==> src/rtl/trap_deleg_unit.sv <==
module trap_deleg_unit #(
  parameter int          XLEN          = 64,
  parameter logic [63:0] MEDELEG_WMASK = 64'h0000_00FF_0000_B3FF,
  parameter logic [63:0] HEDELEG_WMASK = 64'h0000_00FF_0000_B1FF,
  parameter logic [63:0] MIDELEG_WMASK = 64'h0000_0000_0000_0666,
  parameter logic [63:0] HIDELEG_WMASK = 64'h0000_0000_0000_0444
) (
  input  logic            clk,
  input  logic            rst_n,
  input  logic [11:0]     csr_addr,
  input  logic [XLEN-1:0] csr_wdata,
  input  logic            csr_we,
  output logic [XLEN-1:0] csr_rdata,
  output logic            csr_illegal,
  input  logic            trap_valid,
  input  logic            trap_is_irq,
  input  logic [5:0]      trap_cause,
  input  logic [1:0]      cur_priv,
  input  logic            cur_virt,
  output logic [1:0]      trap_target
);

  localparam bit          NARROW = (XLEN == 32);
  localparam logic [63:0] XMASK  = NARROW ? 64'h0000_0000_FFFF_FFFF : 64'hFFFF_FFFF_FFFF_FFFF;
  localparam logic [63:0] MID_M  = MIDELEG_WMASK & XMASK;
  localparam logic [63:0] HID_M  = HIDELEG_WMASK & XMASK;

  localparam logic [11:0] A_MED  = 12'h302;
  localparam logic [11:0] A_MID  = 12'h303;
  localparam logic [11:0] A_MEDH = 12'h312;
  localparam logic [11:0] A_HED  = 12'h602;
  localparam logic [11:0] A_HID  = 12'h603;
  localparam logic [11:0] A_HEDH = 12'h612;

  localparam logic [1:0] MODE_M  = 2'b11;
  localparam logic [1:0] MODE_HS = 2'b01;
  localparam logic [1:0] MODE_VS = 2'b10;

  logic [63:0] med_q, hed_q, mid_q, hid_q;
  logic [63:0] wd, rd, med_wr, hed_wr;
  logic sel_med, sel_medh, sel_mid, sel_hed, sel_hedh, sel_hid;
  logic m_bit, h_bit;

  assign wd = 64'(csr_wdata);

  assign sel_med  = (csr_addr == A_MED);
  assign sel_mid  = (csr_addr == A_MID);
  assign sel_hed  = (csr_addr == A_HED);
  assign sel_hid  = (csr_addr == A_HID);
  assign sel_medh = NARROW && (csr_addr == A_MEDH);
  assign sel_hedh = NARROW && (csr_addr == A_HEDH);

  assign csr_illegal = !(sel_med | sel_medh | sel_mid | sel_hed | sel_hedh | sel_hid);

  assign med_wr = !NARROW ? wd :
                  sel_medh ? {wd[31:0], med_q[31:0]} : {med_q[63:32], wd[31:0]};
  assign hed_wr = !NARROW ? wd :
                  sel_hedh ? {wd[31:0], hed_q[31:0]} : {hed_q[63:32], wd[31:0]};

  always_ff @(posedge clk) begin
    if (!rst_n) begin
      med_q <= '0;
      hed_q <= '0;
      mid_q <= '0;
      hid_q <= '0;
    end else if (csr_we) begin
      if (sel_med || sel_medh) med_q <= med_wr & MEDELEG_WMASK;
      if (sel_hed || sel_hedh) hed_q <= hed_wr & HEDELEG_WMASK;
      if (sel_mid)             mid_q <= wd & MID_M;
      if (sel_hid)             hid_q <= wd & HID_M;
    end
  end

  always_comb begin
    rd = '0;
    if (sel_med)       rd = med_q;
    else if (sel_medh) rd = {32'b0, med_q[63:32]};
    else if (sel_mid)  rd = mid_q;
    else if (sel_hed)  rd = hed_q;
    else if (sel_hedh) rd = {32'b0, hed_q[63:32]};
    else if (sel_hid)  rd = hid_q;
  end

  assign csr_rdata = rd[XLEN-1:0];

  assign m_bit = trap_is_irq ? mid_q[trap_cause] : med_q[trap_cause];
  assign h_bit = trap_is_irq ? hid_q[trap_cause] : hed_q[trap_cause];

  always_comb begin
    trap_target = MODE_M;
    if (trap_valid && cur_priv != MODE_M && m_bit)
      trap_target = (cur_virt && h_bit) ? MODE_VS : MODE_HS;
  end

  AST_MPRIV_STAYS_M: assert property (@(posedge clk) disable iff (!rst_n)
    (trap_valid && cur_priv == MODE_M) |-> trap_target == MODE_M);
  AST_NO_VS_UNVIRT: assert property (@(posedge clk) disable iff (!rst_n)
    (trap_valid && !cur_virt) |-> trap_target != MODE_VS);
  AST_IDLE_IS_M: assert property (@(posedge clk) disable iff (!rst_n)
    !trap_valid |-> trap_target == MODE_M);
  AST_ALIAS_ABSENT_WIDE: assert property (@(posedge clk) disable iff (!rst_n)
    (!NARROW && (csr_addr == A_MEDH || csr_addr == A_HEDH)) |-> csr_illegal);
  AST_HID_FIXED_ZERO: assert property (@(posedge clk) disable iff (!rst_n)
    (csr_addr == A_HID) |-> (csr_rdata & ~HID_M[XLEN-1:0]) == '0);
  AST_ILLEGAL_READS_ZERO: assert property (@(posedge clk) disable iff (!rst_n)
    csr_illegal |-> csr_rdata == '0);

endmodule

==> config.mk <==
export PLATFORM = sky130hd
export DESIGN_NAME = trap_deleg_unit
export DESIGN_NICKNAME = d
export VERILOG_FILES = /design/src/rtl/trap_deleg_unit.sv
export SDC_FILE = /design/constraint.sdc
export NUM_CORES = 1
export LEC_CHECK = 0
export CAP_MARGIN = 20
export CORE_ASPECT_RATIO = 0.5
export CORE_MARGIN = 5
export CORE_UTILIZATION = 30
export DETAILED_ROUTE_END_ITERATION = 8
export SLEW_MARGIN = 20
export SYNTH_ARGS = -nofsm -noshare
export SYNTH_HDL_FRONTEND = slang
export SYNTH_SLANG_ARGS = --single-unit
==> constraint.sdc <==
create_clock -name clk -period 5.55 [get_ports clk]
set_input_delay 1.3875 -clock clk [delete_from_list [all_inputs] [get_ports clk]]
set_output_delay 1.3875 -clock clk [all_outputs]
set_load 0.02 [all_outputs]
# Word-level counts from Yosys, hierarchy flattened
# Cells that the tools add are included.
[op_classes]
n_addsub = 0
n_mul = 0
div = 0
order_cmp = 1
eq_ne = 5
n_shift = 0
muxes = 16
n_bitwise = 3
reduce_logical = 8
[op_table]
columns = ["operator", "count"]
rows = [
  ["$mux 40", 3],
  ["$bmux 1 s6", 4],
  ["$eq 12x10->1 const B", 2],
  ["$eq 12x11->1 const B", 2],
  ["$mux 11", 1],
  ["$reduce_and 2->1", 4],
  ["$lt 6x7->1 const B", 1],
  ["$mux 1", 6],
  ["$mux 2", 2],
  ["$logic_and 1x1->1", 3],
  ["$or 1x1->1", 3],
  ["$ne 2x2->1 const B", 1],
  ["$logic_not 1->1", 1],
]
[word_totals]
ff_bits = 50
latchBits = 0
ramBits = 0
mem_bits_ro = 0
input_bits = 90
n_memories = 0

# Logic depth before layout (Yosys ltp)
# Gate-level depths: netlist (run 1).
[depth]
depth_word = 6
ltp_mapped = 7

# Worst setup path after synthesis (run 1)
# No wires, ideal clock.
[synth_path]
kind = "input-to-output"
startpoint = "input port csr_addr[7]"
endpoint = "output port csr_rdata[13]"
arrival_time_ns = 3.178
path_slack_ns = 0.985
stages = 6
path_buffers = 2
path_cell_list = "or4b_1 -> or3_1 -> buf_6 -> nor3_1 -> clkbuf_1 -> a22o_1"
[synth_between]
elab_chain_cells = 4
[synth_lines]
columns = ["item", "line", "source"]
rows = [
  ["start, declared", "10", "input logic [11:0] csr_addr,"],
  ["$eq 12x11->1", "48", "assign sel_hed = (csr_addr == A_HED);"],
  ["$mux 40", "79", "else if (sel_hed) rd = hed_q;"],
  ["$mux 40", "78", "else if (sel_mid) rd = mid_q;"],
  ["$mux 40 (*)", "76", "if (sel_med) rd = med_q;"],
  ["end, declared", "13", "output logic [XLEN-1:0] csr_rdata,"],
]
# Every way passes the cells marked *; elsewhere a longest branch is shown, timed or not.

# Final worst setup path (run 1)
[layout_path]
startpoint = "input port csr_addr[7]"
endpoint = "output port csr_rdata[38]"
# Same word-level chain as after synthesis.

==> out/results.ini, run 1 <==
[status]
status = finished, final reports clean

[floorplan]
die_y_um = 82.0
die_w_um = 154
core_area_um2 = 10100
start_util_pct = 30.7
row_count = 26
ios = 157
dieArea_um2 = 12600

[power]
combPwrFrac_pct = 13.6
swShare_pct = 24.6
clkPwrFrac_pct = 38.8
internal_power_uw = 568
powerDensity_nw_per_um2 = 188
power.leakage_uw = 0.00136
peakVddDrop_mv = 0.113
p_seq_share_pct = 47.6
net-switching-power_uw = 185

[placement]
numPortBuffers = 72
gp_congestion = 0.773
place_ws_ns = 0.0744
dp_hpwl_um = 5980

[route]
routedWlPerCell_um = 15.2
top_layer_used = met4
wl_met1_um = 3780
routed_via_density = 4.56
vias = 2435
wl_met3_um = 492
drc_errors = 0
route.met2.wl_um = 3770
dr.pass1.iters = 4
drt_iter0_drc = 200
wirelength_um = 8100
antenna_left = 0

[global_route]
track_usage_pct = 12.3
grt_max_degree = 51
grt_pass1_wl_um = 12500
grt_pass1_vias = 2369
grt_antenna_before_repair = 0
overflow = 0

[job]
drv_cap = 0

[critical_path]
worstPathCellList = clkdlybuf4s50_1 > or4b_1 > or3_4 > nor3_2 > buf_12 > a22o_1 > clkdlybuf4s50_1
reg2reg_to = hed_q[2]
worst-endpoint-required_ns = 4.16
crit_start = csr_addr[7]
worstSetupEndpointType = primary output
crit_end = csr_rdata[38]
cp_slowest_stage_delay_ns = 0.61
rr_startpoint = hed_q[2]
startpoint_type = input port
path_max_fanout = 21
reg2reg_slack_ns = 4.89
crit_path_frequent_cell = clkdlybuf4s50_1
critical_path_class = in -> out
critical_path_arrival_ns = 4.01
slowest_stage = clkdlybuf4s50_1
r2r_cells = 2

[logic_synthesis]
synth_edf_count = 0
synthCells = 328
synth.avg_cell_area_um2 = 9.49
synth.top_cell.area_share_pct = 32.2
synth_flop_cell = dfxtp_1
yosys_warnings = 0
syn_area_um2 = 3110
synth_cell_types = 47
synth-seq-area-share_pct = 32.2
ys_seq_elements = 50
yosys.area.top_type = dfxtp_1
synth.area.top_cells = dfxtp_1 (32%), mux2i_1 (15%), buf_4 (10%)
async_flop_share_pct = 0

[sta]
whs_ns = 0.474
tightest_slew_ns = 0.491
layout_min_cycle_time_ns = 5.40
slew_violations = 0
setup_viol = 0
slew_headroom_pct = 67.0
rsz0062_at_grt = no
finalCritPeriodShare_pct = 97.2
finalHoldViolCount = 0
skew_ns = 0
fmax_mhz = 185
setup_ws_ns = 0.155
finalSetupTns_ns = 0

[clock_tree]
cts_root_buffer = clkbuf_16
htreeDepth = 2
cts_max_path_buffers = 2
cts_sinks = 50
insertion_delay_ns = 0.28
post_cts_buffers = 0
cts_tree = yes
cts_hold_buf = 0
path_clk_slew_ns = 0.06
post_cts_resized = 0
cts_buffers = 5

[final_layout]
layout_commonest_cell = clkdlybuf4s50_1
multi_input_area_um2 = 1810
finalNetCount = 484
final_layout_size_suffix_gt1_share_pct = 9.39
final_util_pct = 39.4
layout_common_cells = clkdlybuf4s50_1 (72), dfxtp_1 (50), mux2i_1 (46)
seqCellArea_um2 = 1000
area_delta_synth_final_pct = 28.5
num_antenna_cells = 0
nFillCells = 1012

[hold_path]
min_path_type = reg -> reg

[cells by family (layout without fill, tap and decap cells)]
| logic type | count (synthesis) | in the layout | synth area share (%) |
|---|---|---|---|
| other cells | 1 | 42 | 0.121 |
| flops | 50 | 50 | 32.2 |
| compound gates | 52 | 52 | 12.9 |
| simple gates | 95 | 95 | 18.1 |
| buf+inv | 74 | 99 | 15.0 |
| mux | 56 | 56 | 21.7 |
[layout make-up]
cell class,instances,area share (%)
timing repair buffer,83,21.0
inverter,9,0.845
multi-input combinational,245,45.3
sequential,50,25.0
clock buffer,5,3.13
tap,140,4.38
clock inverter,2,0.250
[registers in the layout, indices dropped and copies added (netlist names)]
register / cells
hid_q: 3
mid_q: 6
hed_q: 20
med_q: 21
[how the worst min path moves through the flow]
stage | depth (start not counted) | endpoint | startpoint
3_3_place_gp | 2 | mid_q[2] | mid_q[2]
4_1_cts | 2 | mid_q[2] | mid_q[2]
3_5_place_dp | 2 | mid_q[2] | mid_q[2]
6_report | 2 | mid_q[2] | mid_q[2]
5_1_grt | 2 | hid_q[10] | hid_q[10]
2_1_floorplan | 2 | mid_q[9] | mid_q[9]
[critical path: cells and delay by family]
kind | cells | cell delay, ns
simple gates | 3 | 1.23
compound gates | 1 | 0.18
buf+inv | 3 | 1.20
[power groups by stage]
stage	Clock [uW]	Combinational [uW]	Sequential [uW]
after detailed placement	0	102	367
after floorplan	0	75.9	367
after global routing	317	109	358
after global placement	0	102	367
final	292	103	359
after CTS	299	102	359
[per-layer routing]
| metal | up-vias | global-route usage (%) |
|---|---|---|
| met5 | - | 0 |
| met4 | 0 | 2.38 |
| met3 | 7 | 2.63 |
| met2 | 74 | 20.5 |
| met1 | 1148 | 16.7 |
| li1 | 1206 | - |
[cells in the mapped netlist (all sizes together), types with 2 or more instances]
master   number
a21boi        9
a21o          2
a21oi         3
a22o         18
a22oi         5
buf          54
clkbuf       11
dfxtp        50
inv           9
mux2i        46
mux4          9
nand2        15
nand2b        4
nand3        10
nor2          3
nor2b        45
nor3          5
nor4          2
o2111ai       2
o21ai         3
o22ai         2
or2           2
[metrics by stage]
step | instance area, um^2 | total power [uW] | std cells
floorplan | 3270 | 443 | 369
global placement | 3860 | 468 | 527
detailed placement | 3860 | 468 | 527
CTS | 3990 | 760 | 534
global route | 4000 | 784 | 534
finish | 4000 | 753 | 534
Power figures use the tool's default switching activity.
==> run 2: changes to the inputs <==
GPL_TIMING_DRIVEN = 0   (was not set)
REMOVE_ABC_BUFFERS = 1   (was not set)
==> out/results.ini, run 2 (synthesized netlist as in run 1, its figures left out) <==
[floorplan]
core_area_um2 = 10100
die_w_um = 154
start_util_pct = 30.7
row_count = 26
dieArea_um2 = 12600
die_y_um = 82.0
ios = 157

[placement]
post_dp_cell_area_um2 = 3790
numPortBuffers = 72
place_ws_ns = -0.540
gp_congestion = 0.774
dpl.cell_count = 522
dp_hpwl_um = 6070

[sta]
setup_ws_ns = 0.171
slew_headroom_pct = 45.4
slew_violations = 0
setup_viol = 0
finalCritPeriodShare_pct = 96.9
finalHoldViolCount = 0
tightest_slew_ns = 0.818
fmax_mhz = 186
finalSetupTns_ns = 0
skew_ns = 0
rsz0062_at_grt = no
layout_min_cycle_time_ns = 5.38
whs_ns = 0.474

[route]
vias = 2470
routed_via_density = 4.64
routedWlPerCell_um = 15.0
dr.pass1.iters = 5
drt_iter0_drc = 90
antenna_left = 0
drc_errors = 0
wirelength_um = 7990

[global_route]
overflow = 0
grt_pass1_wl_um = 12600
grt_max_degree = 51
grt_antenna_before_repair = 0
grt_pass1_vias = 2456
track_usage_pct = 12.4

[power]
p_seq_share_pct = 47.1
swShare_pct = 25.4
net-switching-power_uw = 194
power.leakage_uw = 0.00142
peakVddDrop_mv = 0.103
powerDensity_nw_per_um2 = 192
clkPwrFrac_pct = 40.0
combPwrFrac_pct = 13.0
internal_power_uw = 568

[critical_path]
cp_top_family = simple AND/OR/NAND/NOR gates
reg2reg_slack_ns = 4.85
path_max_fanout = 7
slowest_stage = clkdlybuf4s50_1
path_buf_inv = 2
crit_path_frequent_cell = clkdlybuf4s50_1
worstPathCellList = clkdlybuf4s50_1 > or4b_1 > or3_4 > nor3_2 > a22o_1 > clkdlybuf4s50_1
startpoint_type = input port
reg2reg_to = hid_q[6]
worstSetupEndpointType = primary output
r2r_cells = 2
rr_startpoint = hid_q[6]
critical_path_arrival_ns = 3.99
worst-endpoint-required_ns = 4.16
cp_slowest_stage_delay_ns = 0.61
critical_path_class = in -> out

[final_layout]
layout_common_cells = clkdlybuf4s50_1 (58), dfxtp_1 (50), mux2i_1 (46)
regMostFlops = med_q
num_antenna_cells = 0
finalNetCount = 481
fin_area_um2 = 3970
nFillCells = 1045
area_delta_synth_final_pct = 27.5
top_regs = med_q x21, hed_q x20, mid_q x6
largest_reg_flops = 21
instances_no_fill = 532
final_layout_size_suffix_gt1_share_pct = 9.95
layout_commonest_cell = clkdlybuf4s50_1

[clock_tree]
htreeDepth = 2
cts_max_path_buffers = 2
insertion_delay_ns = 0.29
cts_hold_buf = 0
cts_buffers = 5
cts_root_buffer = clkbuf_16
path_clk_slew_ns = 0.07
cts_sinks = 50
cts_tree = yes

[hold_path]
min_path_type = reg -> reg
holdPathStages = 2
hp-start = mid_q[9]
min_to = mid_q[9]

[job]
drv_cap = 0

[status]
status = finished, final reports clean

[run 2: cell types whose count changed in the layout (fill, tap and decap cells not counted), sizes merged]
| cell | delta |
|---|---|
| clkinvlp | +1 |
| clkdlybuf4s50 | -14 |
| clkbuf | +1 |
| buf | -2 |
| dlymetal6s2s | +1 |
| dlygate4sd2 | +11 |
[run 2: layout make-up]
type                    instances  area, um^2  share of cell area [%]
flip-flops and latches         50        1000                    25.2
clock buffers                   5         125                    3.15
multi-input cells             245        1830                    46.2
repair buffers                 80         779                    19.6
clock inverters                 3        21.3                   0.536
well taps                     140         175                    4.42
inverters                       9        33.8                   0.851
[run 2: repair_timing]
action	4_1_cts	5_1_grt
pin swaps	1	1
setup buffers	1	1
setup endpoints to repair	24	8
gates resized for setup	17	2
[run 2: how the worst max path moves through the flow]
stage | from | end | slack [ns] | cells past startpoint
5_1_grt | csr_addr[6] | csr_rdata[10] | 0.03 | 6
3_5_place_dp | csr_addr[7] | csr_rdata[1] | -0.54 | 8
2_1_floorplan | csr_addr[7] | csr_rdata[1] | 0.12 | 5
6_report | csr_addr[7] | csr_rdata[10] | 0.17 | 6
4_1_cts | trap_cause[1] | trap_target[1] | 0.007 | 7
3_3_place_gp | csr_addr[7] | csr_rdata[2] | -1.99 | 7
[run 2: worst reg2reg max path, cell delays in order (launching register included)]
cell      delay [ns]
dfxtp_1         0.37
nand2_1         0.06
a21boi_0        0.19
[run 2: power groups by stage]
stage                     Sequential, uW  Combinational, uW  Clock (uW)
after detailed placement             367               97.9           0
after floorplan                      367               44.7           0
after CTS                            358               98.6         313
final                                359               98.8         305
after global routing                 358                106         324
after global placement               367               98.1           0
[run 2: per-stage QoR]
step | total power (uW) | utilization (%)
floorplan | 412 | -
global placement | 465 | 36.7
detailed placement | 465 | 37.3
CTS | 770 | 38.9
global route | 788 | 39.1
finish | 762 | 39.1
[run 2: layer usage]
metal,up-vias,routed length [um],track usage (%)
met2,75,3910,22.0
met5,-,0,0
li1,1203,-,-
met1,1182,3560,15.8
met4,0,102,3.88
met3,10,424,1.53
